**src/rtl/llsc_pkg.sv**
```systemverilog
package llsc_pkg;
    localparam int ADDR_W   = 32;
    localparam int CTX_W    = 3;
    localparam int GRAN_LSB = 6;
    localparam int GRAN_W   = ADDR_W - GRAN_LSB;

    typedef enum logic [1:0] {
        OP_LL   = 2'b00,
        OP_ST   = 2'b01,
        OP_SC   = 2'b10,
        OP_RSVD = 2'b11
    } op_e;

    typedef struct packed {
        logic              vld;
        logic [CTX_W-1:0]  ctx;
        logic [GRAN_W-1:0] gran;
    } resv_t;

    function automatic logic [GRAN_W-1:0] to_gran(input logic [ADDR_W-1:0] a);
        return a[ADDR_W-1:GRAN_LSB];
    endfunction
endpackage

```
**src/rtl/llsc_match.sv**
```systemverilog
module llsc_match
    import llsc_pkg::*;
#(
    parameter int NUM_SLOTS = 4
) (
    input  resv_t [NUM_SLOTS-1:0] tbl,
    input  logic [CTX_W-1:0]      ctx,
    input  logic [GRAN_W-1:0]     gran,
    output logic [NUM_SLOTS-1:0]  ctx_hit,
    output logic [NUM_SLOTS-1:0]  gran_hit,
    output logic [NUM_SLOTS-1:0]  free
);
    for (genvar i = 0; i < NUM_SLOTS; i++) begin : g_cmp
        assign ctx_hit[i]  = tbl[i].vld && (tbl[i].ctx == ctx);
        assign gran_hit[i] = tbl[i].vld && (tbl[i].gran == gran);
        assign free[i]     = !tbl[i].vld;
    end
endmodule

```
**src/rtl/llsc_alloc.sv**
```systemverilog
module llsc_alloc #(
    parameter int NUM_SLOTS = 4,
    localparam int SLOT_W = (NUM_SLOTS > 1) ? $clog2(NUM_SLOTS) : 1
) (
    input  logic                 clk,
    input  logic                 rst,
    input  logic                 alloc_req,
    input  logic [NUM_SLOTS-1:0] ctx_hit,
    input  logic [NUM_SLOTS-1:0] free,
    output logic [SLOT_W-1:0]    slot,
    output logic [SLOT_W-1:0]    victim
);
    logic [SLOT_W-1:0] own_idx, free_idx;
    logic              evict;

    always_comb begin
        own_idx = '0;
        for (int i = NUM_SLOTS - 1; i >= 0; i--)
            if (ctx_hit[i]) own_idx = SLOT_W'(i);
    end

    always_comb begin
        free_idx = '0;
        for (int i = NUM_SLOTS - 1; i >= 0; i--)
            if (free[i]) free_idx = SLOT_W'(i);
    end

    assign evict = alloc_req && !(|ctx_hit) && !(|free);

    always_comb begin
        if (|ctx_hit)   slot = own_idx;
        else if (|free) slot = free_idx;
        else            slot = victim;
    end

    always_ff @(posedge clk) begin
        if (rst)
            victim <= '0;
        else if (evict)
            victim <= (victim == SLOT_W'(NUM_SLOTS - 1)) ? '0 : victim + 1'b1;
    end
endmodule

```
**src/rtl/llsc_monitor.sv**
```systemverilog
module llsc_monitor
    import llsc_pkg::*;
#(
    parameter int NUM_SLOTS = 4,
    localparam int SLOT_W = (NUM_SLOTS > 1) ? $clog2(NUM_SLOTS) : 1
) (
    input  logic              clk,
    input  logic              rst,
    input  logic              req_valid,
    input  logic [1:0]        req_op,
    input  logic [CTX_W-1:0]  req_ctx,
    input  logic [ADDR_W-1:0] req_addr,
    output logic              wr_grant,
    output logic              sc_pass
);
    resv_t [NUM_SLOTS-1:0] tbl;
    logic  [NUM_SLOTS-1:0] ctx_hit, gran_hit, free;
    logic  [GRAN_W-1:0]    gran;
    logic  [SLOT_W-1:0]    slot, victim;
    op_e                   op;
    logic                  is_ll, is_st, is_sc, sc_hit;

    assign gran  = to_gran(req_addr);
    assign op    = op_e'(req_op);
    assign is_ll = req_valid && (op == OP_LL);
    assign is_st = req_valid && (op == OP_ST);
    assign is_sc = req_valid && (op == OP_SC);

    llsc_match #(.NUM_SLOTS(NUM_SLOTS)) u_match (
        .tbl      (tbl),
        .ctx      (req_ctx),
        .gran     (gran),
        .ctx_hit  (ctx_hit),
        .gran_hit (gran_hit),
        .free     (free)
    );

    llsc_alloc #(.NUM_SLOTS(NUM_SLOTS)) u_alloc (
        .clk       (clk),
        .rst       (rst),
        .alloc_req (is_ll),
        .ctx_hit   (ctx_hit),
        .free      (free),
        .slot      (slot),
        .victim    (victim)
    );

    assign sc_hit   = |(ctx_hit & gran_hit);
    assign sc_pass  = is_sc && sc_hit;
    assign wr_grant = is_st || sc_pass;

    always_ff @(posedge clk) begin
        if (rst) begin
            tbl <= '0;
        end else if (is_ll) begin
            tbl[slot] <= '{vld: 1'b1, ctx: req_ctx, gran: gran};
        end else if (wr_grant) begin
            for (int i = 0; i < NUM_SLOTS; i++)
                if (gran_hit[i]) tbl[i].vld <= 1'b0;
        end
    end
endmodule

```
**config.mk**
```make
export PLATFORM = sky130hd
export DESIGN_NAME = llsc_monitor
export DESIGN_NICKNAME = d
export VERILOG_FILES = /design/src/rtl/llsc_pkg.sv /design/src/rtl/llsc_match.sv /design/src/rtl/llsc_alloc.sv /design/src/rtl/llsc_monitor.sv
export SDC_FILE = /design/constraint.sdc
export NUM_CORES = 1
export LEC_CHECK = 0
export BUFFER_PORTS_ARGS = -buffer_cell sky130_fd_sc_hd__buf_2
export CORE_MARGIN = 2
export CORE_UTILIZATION = 55
export CTS_CLUSTER_DIAMETER = 200
export DETAILED_ROUTE_END_ITERATION = 16
export PLACE_DENSITY = 0.78
export SYNTH_ARGS = -nofsm -noshare
export SYNTH_HDL_FRONTEND = slang
export SYNTH_SLANG_ARGS = --single-unit
```
**constraint.sdc**
```tcl
create_clock -name clk -period 1.7 [get_ports clk]
set_input_delay 0.34 -clock clk [delete_from_list [all_inputs] [get_ports clk]]
set_output_delay 0.34 -clock clk [all_outputs]
set_load 0.02 [all_outputs]
```
==> impl_metrics.csv, run 1 <==
group,metric,value,unit
yosys,netlist_area,0.00653,mm^2
clock_network,clock-root-buffer,"clkbuf_16",
global_routing,grt_max_degree,32,
yosys,synth.avg_cell_area,8.34,um^2
floorplanning,rows,39,
yosys,netlist-cell-type-count,45,
timing,crit_endpoint,"wr_grant",
yosys,synth_edf_count,0,
outcome,stop_error,"[ERROR DPL-0038] Utilization greater than 100%, impossible to legalize",
outcome,haltStage,"5_1_grt",
timing,endpoint_type,"primary output",
floorplanning,num_io_pins,42,
yosys,synth_nets,823,
yosys,synth_ff_type,"dfxtp_1",
yosys,synth_seq_cells,122,
floorplanning,die_w,113,um
yosys,seq_area_frac_synth,0.374,
placement,pre_cts_ws,-585,ps
floorplanning,initial_core_util,0.567,
outcome,status,"aborted with a tool error",
placement,routabilityCongestion,0.942,
placement,port_buffers,35,
clock_network,cts.sinks,122,
clock_network,cts_max_level,4,
yosys,synthArstFlopShare,0,
clock_network,numCtsBuffers,17,
yosys,synthCells,782,
clock_network,ctsLongestPathBuffers,2,
clock_network,hold_buffers,0,
yosys,ys_warn_count,0,
placement,place_hpwl,16.5,mm
floorplanning,die_h,113,um
-- synth_stat cells, types with 3 or more instances --
cell,number,share of area
a21oi_1,90,0.069
buf_2,35,0.027
buf_4,4,0.0046
buf_6,9,0.016
clkbuf_1,28,0.016
clkbuf_2,7,0.0054
dfxtp_1,122,0.37
mux2i_1,30,0.046
nand2_1,13,0.0075
nand2b_1,3,0.0029
nand3_1,93,0.071
nand4_1,52,0.050
nor2_1,38,0.022
nor2b_1,3,0.0029
nor3_1,4,0.0031
nor4_1,15,0.014
o21ai_0,86,0.066
xnor2_1,116,0.16
-- metrics by stage --
stage | area [um^2] | hold slack, ps | setup TNS, ps | std cells
floorplan | 6970 | 453 | -11320 | 782
global placement | 8180 | 473 | -54290 | 1036
detailed placement | 8180 | 481 | -59200 | 1036
CTS | 10900 | 236 | -60590 | 1148
-- cells by family after synthesis --
kind of cell / after synthesis / share of synthesized area
compound gates: 196 / 0.162
xor+xnor: 116 / 0.156
fa+ha+maj: 1 / 0.00192
buf+inv: 84 / 0.0690
flops: 122 / 0.374
mux: 30 / 0.0460
simple gates: 233 / 0.191
-- what timing repair did --
| item | CTS |
|---|---|
| pin swaps | 83 |
| endpoints found under the setup margin | 124 |
| cloned | 33 |
| gates resized for setup | 261 |
| setup buffers | 49 |
==> inputs of run 2 (changes only) <==
Settings changed: CORE_UTILIZATION 55 to 40, CTS_CLUSTER_DIAMETER 200 to not set, PLACE_DENSITY 0.78 to not set, PLACE_DENSITY_LB_ADDON set to 0.15.
Clock period 1.7 ns to 2.21 ns, I/O delays scaled along.
==> run 2 against run 1 <==
Against the previous run: the flow now finishes, with violations (setup timing); synthesized area stayed put; synthesized cell count stayed put.
==> impl_metrics.csv, run 2 <==
group,metric,value,unit
power_and_ir_drop,p_clk_frac,0.495,
global_routing,grt_overflow,0,
outcome,status,"finished with violations",
route,wl,22.4,mm
power_and_ir_drop,p_int,4520,uW
clock_network,hold_buffers,0,
yosys,yosys.area.top_type,"dfxtp_1",
yosys,seq_area_frac_synth,0.374,
clock_network,ctsLongestPathBuffers,2,
global_routing,antenna_found_initial,0,
clock_network,clock-root-buffer,"clkbuf_16",
outcome,violations,"setup timing",
floorplanning,num_io_pins,42,
clock_network,clkLatencyLatePin,430,ps
setup_path,required,1770,ps
yosys,synthArstFlopShare,0,
setup_path,start_kind,"flip-flop",
route,drc,0,
floorplanning,initial_core_util,0.409,
clock_network,cts_max_level,4,
clock_network,cts_tree,"yes",
setup_path,crit_chain,"xnor2_2 -> buf_4 -> nand4_1 -> nor4_2 -> a22o_1 -> a221oi_2 -> o21ai_1 -> buf_4",
yosys,ys_warn_count,0,
route,drt-initial-drc-count,509,
route,drt_first_pass_iters,5,
timing,max_freq,401,MHz
clock_network,cts.sinks,122,
setup_path,cp_slowest_cell,"dfxtp_2",
setup_path,cp_data_arrival_time,2050,ps
setup_path,max_stage_delay,340,ps
layout,top_register,"tbl",
setup_path,critPathCaptureType,"primary output",
layout,final_cell_mix,"buf_4 (153), dfxtp_1 (118), nand3_1 (93)",
timing,rsz0062_at_grt,"true",
flow_run,max_cap_violations,0,
timing,final-setup-viol-count,2,
layout,layout-area-overhead-vs-synth,35.4,%
timing,setup_slack,-284,ps
clock_network,numCtsBuffers,17,
floorplanning,rows,46,
timing,relSlewSlack,0.648,
power_and_ir_drop,power_frac_seq,0.373,
timing,fin_worst_skew,8.00,ps
yosys,synth_edf_count,0,
layout,largest_reg_flops,120,
setup_path,cpMostUsedCell,"buf_4",
setup_path,crit_fanout,2,
timing,slew_violations,0,
yosys,yosysMostFrequentCell,"dfxtp_1",
timing,min_period_over_period,1.13,
route,num_vias,6373,
floorplanning,coreArea,0.0159,mm^2
timing,worst_pin_slew,529,ps
power_and_ir_drop,p_sw,1470,uW
yosys,synth.avg_cell_area,8.34,um^2
yosys,synthCells,782,
global_routing,grt_pass1_vias,6116,
yosys,synth_commonest_cells,"dfxtp_1 (122), xnor2_1 (116), nand3_1 (93), a21oi_1 (90), o21ai_0 (86)",
layout,antennaDiodeCount,0,
clock_network,path_clk_slew,60,ps
floorplanning,dieArea,0.0174,mm^2
yosys,synth_top_area_frac,0.374,
yosys,synth_area_leaders,"dfxtp_1 (37%), xnor2_1 (16%), nand3_1 (7.1%), a21oi_1 (6.9%), o21ai_0 (6.6%)",
yosys,synth_seq_cells,122,
setup_path,critPathKind,"flip-flop to primary output",
floorplanning,die_h,132,um
power_and_ir_drop,power.share.combinational,0.131,
global_routing,grt_max_degree,46,
yosys,netlist_area,0.00653,mm^2
min_path,min_path_type,"input port to flip-flop",
power_and_ir_drop,power,6000,uW
placement,place_hpwl,16.3,mm
yosys,netlist-cell-type-count,45,
layout,nets,958,
floorplanning,die_w,132,um
timing,setup_tns,-532,ps
layout,reg_top3,"tbl x120, u_alloc.victim x2",
timing,hold_viol,0,
power_and_ir_drop,powerDensity,679,mW/mm^2
yosys,synth_ff_type,"dfxtp_1",
placement,port_buffers,35,
timing,fin_crit,2490,ps
global_routing,track_usage,0.259,
route,drt.antenna.violating_nets,0,
route,viasPerCell,5.56,
yosys,synth_nets,823,
placement,routabilityCongestion,0.965,
layout,layout_commonest_cell,"buf_4",
global_routing,grt_pass1_wl,34.5,mm
power_and_ir_drop,vdd_drop_max,0.519,mV
power_and_ir_drop,switching_share,0.246,
route,post_drt_wl_per_cell,19.5,um
power_and_ir_drop,p_leak,0.00328,uW
layout,drive_gt1_frac,0.300,
-- run 2: cell counts after synthesis --
No cell type changed its count.
-- run 2: area by class of cell --
type | count | area [um^2]
Fill cell | 1458 | 7110
Tap cell | 216 | 270
Sequential cell | 122 | 2450
Clock buffer | 21 | 460
Timing Repair Buffer | 199 | 1590
Multi-Input combinational cell | 576 | 3890
Clock inverter | 11 | 169
Inverter | 1 | 3.75
-- run 2: routing by layer --
layer,global-route usage,wire [um],vias to the layer above
li1,-,-,3051
met1,0.347,10100,3117
met2,0.429,10800,186
met3,0.0482,1240,19
met4,0.0670,279,0
met5,0,0,-
-- run 2: timing repair --
| action | in CTS | in global routing |
|---|---|---|
| resized for setup | 31 | 9 |
| pin swaps | 9 | 4 |
| hold endpoints to repair | 0 | 0 |
| setup endpoints to repair | 2 | 3 |
| buffers inserted | 2 | 1 |
-- run 2: worst max-delay path: cells and delay by family, from the launching register on --
kind,cells,cell delay [ps]
simple gates,2,440
compound gates,3,400
buf+inv,2,310
xor+xnor,1,140
flops,1,340
-- run 2: logic make-up (layout without fill, tap and decap cells) --
kind of cell	Yosys count	in the layout	synth area share
simple gates	233	233	0.191
compound gates	196	196	0.162
flops	122	122	0.374
xor+xnor	116	116	0.156
buf+inv	84	232	0.0690
mux	30	30	0.0460
fa+ha+maj	1	1	0.00192
-- run 2: power groups by stage --
stage / combinational [uW] / sequential (uW) / clock (uW)
final: 788 / 2240 / 2970
after global routing: 835 / 2240 / 3100
after CTS: 774 / 2240 / 3010
after detailed placement: 747 / 2290 / 0
after global placement: 739 / 2290 / 0
after floorplan: 376 / 2280 / 0
-- run 2: stage by stage --
step | util | cells | hold WS, ps | area (um^2) | worst slack, ps
after CTS | 0.550 | 1145 | 296 | 8770 | -285
final | 0.554 | 1146 | 314 | 8830 | -284
after global routing | 0.554 | 1146 | 322 | 8830 | -390
after floorplan | - | 782 | 453 | 6530 | 40.3
after global placement | 0.498 | 1112 | 473 | 7930 | -346
after detailed placement | 0.498 | 1112 | 478 | 7930 | -372
-- run 2: final timing paths --
| kind | slack (ps) | end | startpoint | cells after the start |
|---|---|---|---|---|
| max reg2reg | 70 | tbl[93] | tbl[116] | 8 |
| max | -280 | wr_grant | tbl[85] | 8 |
| min reg2reg | 490 | tbl[43] | tbl[43] | 2 |
| min | 310 | tbl[58] | req_ctx[2] | 3 |
Power figures use the tool's default switching activity.
